==> src/rtl/dmairq_pkg.sv <==
package dmairq_pkg;
  localparam int unsigned CLS_N = 4;

  typedef enum logic [1:0] {
    CLS_CHAIN = 2'd0,
    CLS_NODE  = 2'd1,
    CLS_ERRA  = 2'd2,
    CLS_ERRB  = 2'd3
  } evt_class_e;

  localparam logic [11:0] OFS_SUMMARY = 12'h000;
  localparam logic [11:0] OFS_PRIO    = 12'h688;
  localparam logic [11:0] OFS_BUSY    = 12'h690;

  // masked views: 0x04 + 4*class
  function automatic logic [11:0] ofs_masked(input int unsigned c);
    return 12'h004 + 12'(4 * c);
  endfunction

  // enable masks: 0x18 + 4*class
  function automatic logic [11:0] ofs_enable(input int unsigned c);
    return 12'h018 + 12'(4 * c);
  endfunction

  // raw pending: 0x600 + 8*class
  function automatic logic [11:0] ofs_raw(input int unsigned c);
    return 12'h600 + 12'(8 * c);
  endfunction
endpackage

==> src/rtl/dmairq_evt_bank.sv <==
module dmairq_evt_bank #(
  parameter int unsigned NUM_CH = 16
) (
  input  logic              clk,
  input  logic              rst_n,
  input  logic [NUM_CH-1:0] evt_i,
  input  logic [NUM_CH-1:0] clr_i,
  output logic [NUM_CH-1:0] raw_o
);
  logic [NUM_CH-1:0] raw_q;
  logic [NUM_CH-1:0] raw_d;
  logic              raw_en;

  // new events override an acknowledge on the same bit
  always_comb begin
    raw_en = (|evt_i) | (|clr_i);
    raw_d  = (raw_q & ~clr_i) | evt_i;
  end

  always_ff @(posedge clk or negedge rst_n) begin
    if (!rst_n) begin
      raw_q <= '0;
    end else if (raw_en) begin
      raw_q <= raw_d;
    end
  end

  assign raw_o = raw_q;

  // an event bit is pending one edge later
  p_evt_sets_r2: assert property (@(posedge clk) disable iff (!rst_n)
    (evt_i != '0) |=> ((raw_q & $past(evt_i)) == $past(evt_i)));

  // an acknowledged bit without a new event is cleared
  p_ack_clears_r3: assert property (@(posedge clk) disable iff (!rst_n)
    ((clr_i & ~evt_i) != '0) |=> ((raw_q & $past(clr_i & ~evt_i)) == '0));

  // pending state holds when nothing touches it
  p_raw_holds_r2: assert property (@(posedge clk) disable iff (!rst_n)
    ((evt_i == '0) && (clr_i == '0)) |=> $stable(raw_q));
endmodule

==> src/rtl/dmairq_regs.sv <==
module dmairq_regs
  import dmairq_pkg::*;
#(
  parameter int unsigned NUM_CH = 16,
  parameter int unsigned ADDR_W = 12,
  parameter int unsigned DATA_W = 32
) (
  input  logic                         clk,
  input  logic                         rst_n,
  input  logic [CLS_N-1:0][NUM_CH-1:0] raw_i,
  input  logic [NUM_CH-1:0]            busy_i,
  input  logic [ADDR_W-1:0]            reg_addr,
  input  logic                         reg_we,
  input  logic [DATA_W-1:0]            reg_wdata,
  output logic [CLS_N-1:0][NUM_CH-1:0] clr_o,
  output logic [NUM_CH-1:0]            summary_o,
  output logic [DATA_W-1:0]            reg_rdata
);
  logic [CLS_N-1:0][NUM_CH-1:0] mask_q;
  logic [CLS_N-1:0][NUM_CH-1:0] mask_d;
  logic [CLS_N-1:0]             mask_en;
  logic [CLS_N-1:0][NUM_CH-1:0] masked;
  logic [DATA_W-1:0]            prio_q;
  logic [DATA_W-1:0]            prio_d;
  logic                         prio_en;

  for (genvar c = 0; c < CLS_N; c++) begin : g_cls
    always_comb begin
      mask_en[c] = reg_we && (reg_addr == ADDR_W'(ofs_enable(c)));
      mask_d[c]  = reg_wdata[NUM_CH-1:0];
      clr_o[c]   = (reg_we && (reg_addr == ADDR_W'(ofs_raw(c))))
                   ? reg_wdata[NUM_CH-1:0] : '0;
      masked[c]  = raw_i[c] & mask_q[c];
    end

    always_ff @(posedge clk or negedge rst_n) begin
      if (!rst_n) begin
        mask_q[c] <= '0;
      end else if (mask_en[c]) begin
        mask_q[c] <= mask_d[c];
      end
    end
  end

  always_comb begin
    prio_en = reg_we && (reg_addr == ADDR_W'(OFS_PRIO));
    prio_d  = reg_wdata;
  end

  always_ff @(posedge clk or negedge rst_n) begin
    if (!rst_n) begin
      prio_q <= '0;
    end else if (prio_en) begin
      prio_q <= prio_d;
    end
  end

  always_comb begin
    summary_o = '0;
    for (int unsigned c = 0; c < CLS_N; c++) begin
      summary_o = summary_o | masked[c];
    end
  end

  always_comb begin
    reg_rdata = '0;
    if (reg_addr == ADDR_W'(OFS_SUMMARY)) reg_rdata = DATA_W'(summary_o);
    if (reg_addr == ADDR_W'(OFS_PRIO))    reg_rdata = prio_q;
    if (reg_addr == ADDR_W'(OFS_BUSY))    reg_rdata = DATA_W'(busy_i);
    for (int unsigned c = 0; c < CLS_N; c++) begin
      if (reg_addr == ADDR_W'(ofs_masked(c))) reg_rdata = DATA_W'(masked[c]);
      if (reg_addr == ADDR_W'(ofs_enable(c))) reg_rdata = DATA_W'(mask_q[c]);
      if (reg_addr == ADDR_W'(ofs_raw(c)))    reg_rdata = DATA_W'(raw_i[c]);
    end
  end

  // masks only move on a write strobe
  p_mask_hold_r6: assert property (@(posedge clk) disable iff (!rst_n)
    !reg_we |=> $stable(mask_q));

  // priority word captures the written value
  p_prio_store_r10: assert property (@(posedge clk) disable iff (!rst_n)
    (reg_we && (reg_addr == ADDR_W'(OFS_PRIO))) |=> (prio_q == $past(reg_wdata)));
endmodule

==> src/rtl/dmairq_ctrl.sv <==
module dmairq_ctrl
  import dmairq_pkg::*;
#(
  parameter int unsigned NUM_CH = 16,
  parameter int unsigned ADDR_W = 12,
  parameter int unsigned DATA_W = 32
) (
  input  logic              clk,
  input  logic              rst_n,
  input  logic [NUM_CH-1:0] evt_chain_i,
  input  logic [NUM_CH-1:0] evt_node_i,
  input  logic [NUM_CH-1:0] evt_erra_i,
  input  logic [NUM_CH-1:0] evt_errb_i,
  input  logic [NUM_CH-1:0] ch_busy_i,
  input  logic [ADDR_W-1:0] reg_addr,
  input  logic              reg_we,
  input  logic [DATA_W-1:0] reg_wdata,
  output logic [DATA_W-1:0] reg_rdata,
  output logic              irq_o
);
  logic [1:0]                   rst_sync_q;
  logic                         rst_int_n;
  logic [CLS_N-1:0][NUM_CH-1:0] evt_all;
  logic [CLS_N-1:0][NUM_CH-1:0] raw_all;
  logic [CLS_N-1:0][NUM_CH-1:0] clr_all;
  logic [NUM_CH-1:0]            summary;

  // asynchronous assert, synchronous release
  always_ff @(posedge clk or negedge rst_n) begin
    if (!rst_n) begin
      rst_sync_q <= 2'b00;
    end else begin
      rst_sync_q <= {rst_sync_q[0], 1'b1};
    end
  end
  assign rst_int_n = rst_sync_q[1];

  always_comb begin
    evt_all[CLS_CHAIN] = evt_chain_i;
    evt_all[CLS_NODE]  = evt_node_i;
    evt_all[CLS_ERRA]  = evt_erra_i;
    evt_all[CLS_ERRB]  = evt_errb_i;
  end

  for (genvar c = 0; c < CLS_N; c++) begin : g_bank
    dmairq_evt_bank #(.NUM_CH(NUM_CH)) u_bank (
      .clk   (clk),
      .rst_n (rst_int_n),
      .evt_i (evt_all[c]),
      .clr_i (clr_all[c]),
      .raw_o (raw_all[c])
    );
  end

  dmairq_regs #(.NUM_CH(NUM_CH), .ADDR_W(ADDR_W), .DATA_W(DATA_W)) u_regs (
    .clk       (clk),
    .rst_n     (rst_int_n),
    .raw_i     (raw_all),
    .busy_i    (ch_busy_i),
    .reg_addr  (reg_addr),
    .reg_we    (reg_we),
    .reg_wdata (reg_wdata),
    .clr_o     (clr_all),
    .summary_o (summary),
    .reg_rdata (reg_rdata)
  );

  assign irq_o = |summary;

  // interrupt line agrees with the summary word seen on the port
  p_irq_match_r8: assert property (@(posedge clk) disable iff (!rst_int_n)
    (reg_addr == ADDR_W'(OFS_SUMMARY)) |-> (irq_o == (reg_rdata != '0)));
endmodule

==> config.mk <==
export PLATFORM = sky130hd
export DESIGN_NAME = dmairq_ctrl
export DESIGN_NICKNAME = d
export VERILOG_FILES = /design/src/rtl/dmairq_pkg.sv /design/src/rtl/dmairq_evt_bank.sv /design/src/rtl/dmairq_regs.sv /design/src/rtl/dmairq_ctrl.sv
export SDC_FILE = /design/constraint.sdc
export NUM_CORES = 1
export LEC_CHECK = 0
export BUFFER_PORTS_ARGS = -buffer_cell sky130_fd_sc_hd__buf_2
export CAP_MARGIN = 25
export CORE_MARGIN = 2
export CORE_UTILIZATION = 52
export CTS_CLUSTER_DIAMETER = 60
export DETAILED_ROUTE_END_ITERATION = 10
export MAX_ROUTING_LAYER = met4
export PLACE_DENSITY = 0.85
export SLEW_MARGIN = 0
export SYNTH_ARGS = -nofsm -noshare
export SYNTH_HDL_FRONTEND = slang
export SYNTH_SLANG_ARGS = --single-unit
==> constraint.sdc <==
create_clock -name clk -period 4.48 [get_ports clk]
set_input_delay 0.448 -clock clk [delete_from_list [all_inputs] [get_ports clk]]
set_output_delay 0.448 -clock clk [all_outputs]
set_load 0.02 [all_outputs]
==> metrics list <==
- For this design the ratio of total power to cell area is 290 nW/um2.
- Measured against its own limit, the worst slew margin works out to 36.9%.
* Number of instances on the worst hold path: 2
- The first routing iteration left 1383 violations.
* Vias in the first global route: 8931
- The Yosys step of the flow raised 0 warnings.
* Final clock period utilization by the worst path: 81.6%
* Number of max-slew violations in the final report: 0
- For this run, the total global-route usage over all layers was measured as 36.5%.
- Most used routing layer: met2
* Total half-perimeter wirelength after legalization and detailed placement: 23300 um
- Number of cells on the worst reg-to-reg path: 1
* Final worst path period need: 3660 ps
- Once routing completed, OpenROAD measured the worst setup slack at 824 ps.
- The kind of cell with the highest combined delay along the critical path is simple AND/OR/NAND/NOR gates.
- For the pin with the worst max-slew slack, the measured transition is 944 ps.
* Per-instance average area after synthesis: 9.63 um2
* Flip-flop cell with the highest count after synthesis: dfrtp_1
- FF+latch count, synth: 162
- CP required: 4030 ps
* Critical path data arrival time: 3210 ps
- The number of nets handed over by synthesis was 1101.
- For this design the static power due to leakage is 4.71 nW.
- At the end of routability-driven placement, the weighted congestion stood at 1.03.
- Per-cell via count in the routed design: 6.87
* Part of the Yosys area used for sequential elements: 43.2%
* Most frequent cells in the layout: 161 x dfrtp_1, 160 x buf_2, 158 x nand2_1, 84 x mux2_2, 71 x a21o_1
- Count of buffer and inverter cells on the critical path: 2
- After detailed routing, the average wire length per cell comes to 25.2 um.
- Critical Path End Type: output pin
- 160 I/O pins were placed.
* Met3 GRT Util: 11.9%
* Num rows: 49
- The number of endpoints with negative hold slack in the final report was 0.
* Starting density of the core: 52.6%
- Count of buffers added by post-CTS timing repair for setup: 0
- Most common cell after layout, fill and taps aside: dfrtp_1
* Number of buffers between clock root and the deepest sink: 2
* Synthesis-to-finish area growth: 17.1%
- The cell count after synthesis came out at 974.
- Setup-violating endpoint count in the final report: 0
- In this run the remaining antenna-violating nets after routing total 0.
* Worst voltage drop across the vdd grid: 0.000433 V
- Max-cap violations in this run came to 0.
- Maximum operating frequency: 274 MHz
* Share of synthesized registers carrying an async set or reset: 100%
- Die ar.: 19100 um2
- Met1 demand-to-capacity share in global routing: 46.0%
- Among the stages of the critical path, the cell type that occurs most often is buf_2.
* Final WL: 34000 um
- Number of non-filler instances in the completed layout: 1347
- Core region area: 17800 um2
- Worst min-delay path category: in2reg
- The number of antenna violations at the first check in global routing was 2.
- Library cell contributing the largest single delay on the critical path: or4_1
- The first global-routing pass estimated 52000 um of wire.
- Grt ovf: 0
- CTS Root Cell: clkbuf_16
* Maximum number of pins on one net before global-route repair: 91
- TritonCTS clock tree: done
- Post-layout nets: 1229
* Unrepaired setup endpoints after global routing: false
- Cells along the critical path: buf_2, or4_1, or3_1, o21ai_0, o211ai_1, a311o_1, buf_2
* Kind of critical path: in2out
* Die X: 138 um
- Outcome: finished clean
- Clock-pin slew reported for the worst setup and hold paths after clock tree synthesis: 70 ps
- On the final layout, the worst hold slack is 178 ps.
* EDFF count, synth: 0
- Peak fanout along the critical path: 14
- Die Ht: 138 um
- STA classifies the critical path startpoint as an input port.
* Worst setup skew after layout: 6.53 ps
- Highest cell delay on the worst timing path: 850 ps
- DRC: 0
* Number of clock buffers inserted by TritonCTS: 17
* Clock insertion delay at the later pin of the skew report: 430 ps
- Clock tree sinks: 162
- Summed over all failing endpoints, the final setup total negative slack is 0 ps.
* Placement-stage worst setup slack: 927 ps
* Routing usage on met2: 53.5%
- In this run the number of H-tree levels came out at 4.
* Vias post-DR: 9255
- The critical path crosses 7 cells after its start point.
- The number of different library cells used by synthesis comes to 72.
- Cells with a size suffix above 1 make up 30.1% of the layout.
* Number of I/O port buffers: 159
* Mapped Area: 9380 um2
- For this run, the detailed router's first-pass iteration total came to 8.
- Including well taps, the total number of placed cells is 1311.
-- metal layers --
layer / vias to the layer above / wire (um)
li1: 3925 / -
met1: 4451 / 12500
met2: 714 / 15100
met3: 165 / 4540
met4: 0 / 1880
met5: - / 0
-- sequential cells by signal, summed over array words and instances, names as in the netlist --
| signal | count |
|---|---|
| g_bank.u_bank.raw_o | 64 |
| u_regs.mask_q | 64 |
| u_regs.prio_q | 32 |
| rst_sync_q | 2 |
-- cell type report --
type,instances,area [um2]
well taps,229,287
diodes,3,7.51
multi-input cells,732,5000
fillers,1516,6850
flip-flops and latches,162,4060
repair buffers,185,1020
clock buffers,20,447
inverters,4,15.0
clock inverters,12,146
-- logic make-up after synthesis --
logic type      Yosys count  synth area share [%]
other cells               1                0.0400
flops                   162                  43.2
compound gates          321                  23.9
mux                      97                  12.0
buf+inv                  80                  3.88
simple gates            313                  16.9
-- where the power goes --
group          switching, mW  leakage [nW]  internal, mW
Sequential            0.0159          1.92          1.47
Clock                  0.646         0.280         0.848
Combinational          0.142          2.50        0.0710
Total                  0.803          4.71          2.39
-- metrics by stage --
stage / area [um2] / power (mW) / utilization, %
2_1_floorplan: 9380 / 1.60 / -
4_1_cts: 11000 / 3.19 / 61.5
5_1_grt: 11000 / 3.28 / 61.6
3_3_place_gp: 10400 / 1.71 / 58.0
6_report: 11000 / 3.19 / 61.6
3_5_place_dp: 10400 / 1.72 / 58.2
-- cell usage after synthesis (all sizes together) (4+ instances only) --
| library cell | number | area, um2 |
|---|---|---|
| dfrtp | 162 | 4050 |
| nand2 | 160 | 611 |
| mux2 | 97 | 1130 |
| a21o | 71 | 533 |
| a21oi | 54 | 270 |
| o21ai | 50 | 250 |
| clkbuf | 45 | 169 |
| nand3 | 39 | 200 |
| buf | 31 | 180 |
| and3 | 23 | 144 |
| nor2 | 22 | 95.1 |
| a22o | 20 | 175 |
| o22ai | 18 | 119 |
| a22oi | 17 | 133 |
| nor4 | 15 | 93.8 |
| o21a | 13 | 97.6 |
| a221oi | 12 | 105 |
| a32oi | 10 | 87.6 |
| nand4 | 9 | 56.3 |
| o211ai | 9 | 67.6 |
| o221ai | 9 | 78.8 |
| nor3 | 8 | 67.6 |
| a31oi | 6 | 37.5 |
| or4 | 6 | 45.0 |
| a211oi | 5 | 37.5 |
| a222oi | 5 | 50.1 |
| a31o | 5 | 43.8 |
| or3 | 5 | 31.3 |
| inv | 4 | 15.0 |
| nor4b | 4 | 53.8 |
| o22a | 4 | 35.0 |
| or4b | 4 | 43.8 |
-- worst paths after layout --
path                                                              end  slack [ps]                     from
min in group asynchronous                     rst_sync_q[1]$_DFF_PN0_         330                    rst_n
worst min register to register                rst_sync_q[1]$_DFF_PN0_         350  rst_sync_q[0]$_DFF_PN0_
worst max-delay path                                     reg_rdata[8]         820              reg_addr[2]
max in group asynchronous       g_bank[2].u_bank.raw_o[1]$_DFFE_PN0P_        2990  rst_sync_q[1]$_DFF_PN0_
worst max register to register  g_bank[2].u_bank.raw_o[1]$_DFFE_PN0P_        2990  rst_sync_q[1]$_DFF_PN0_
worst min-delay path            g_bank[1].u_bank.raw_o[7]$_DFFE_PN0P_         180            evt_node_i[7]
-- repair_timing --
action,in CTS,in global routing
hold buffers,1,0
gates resized for setup,0,0
endpoints found under the hold margin,2,0
(Power assumes the default switching activity.)
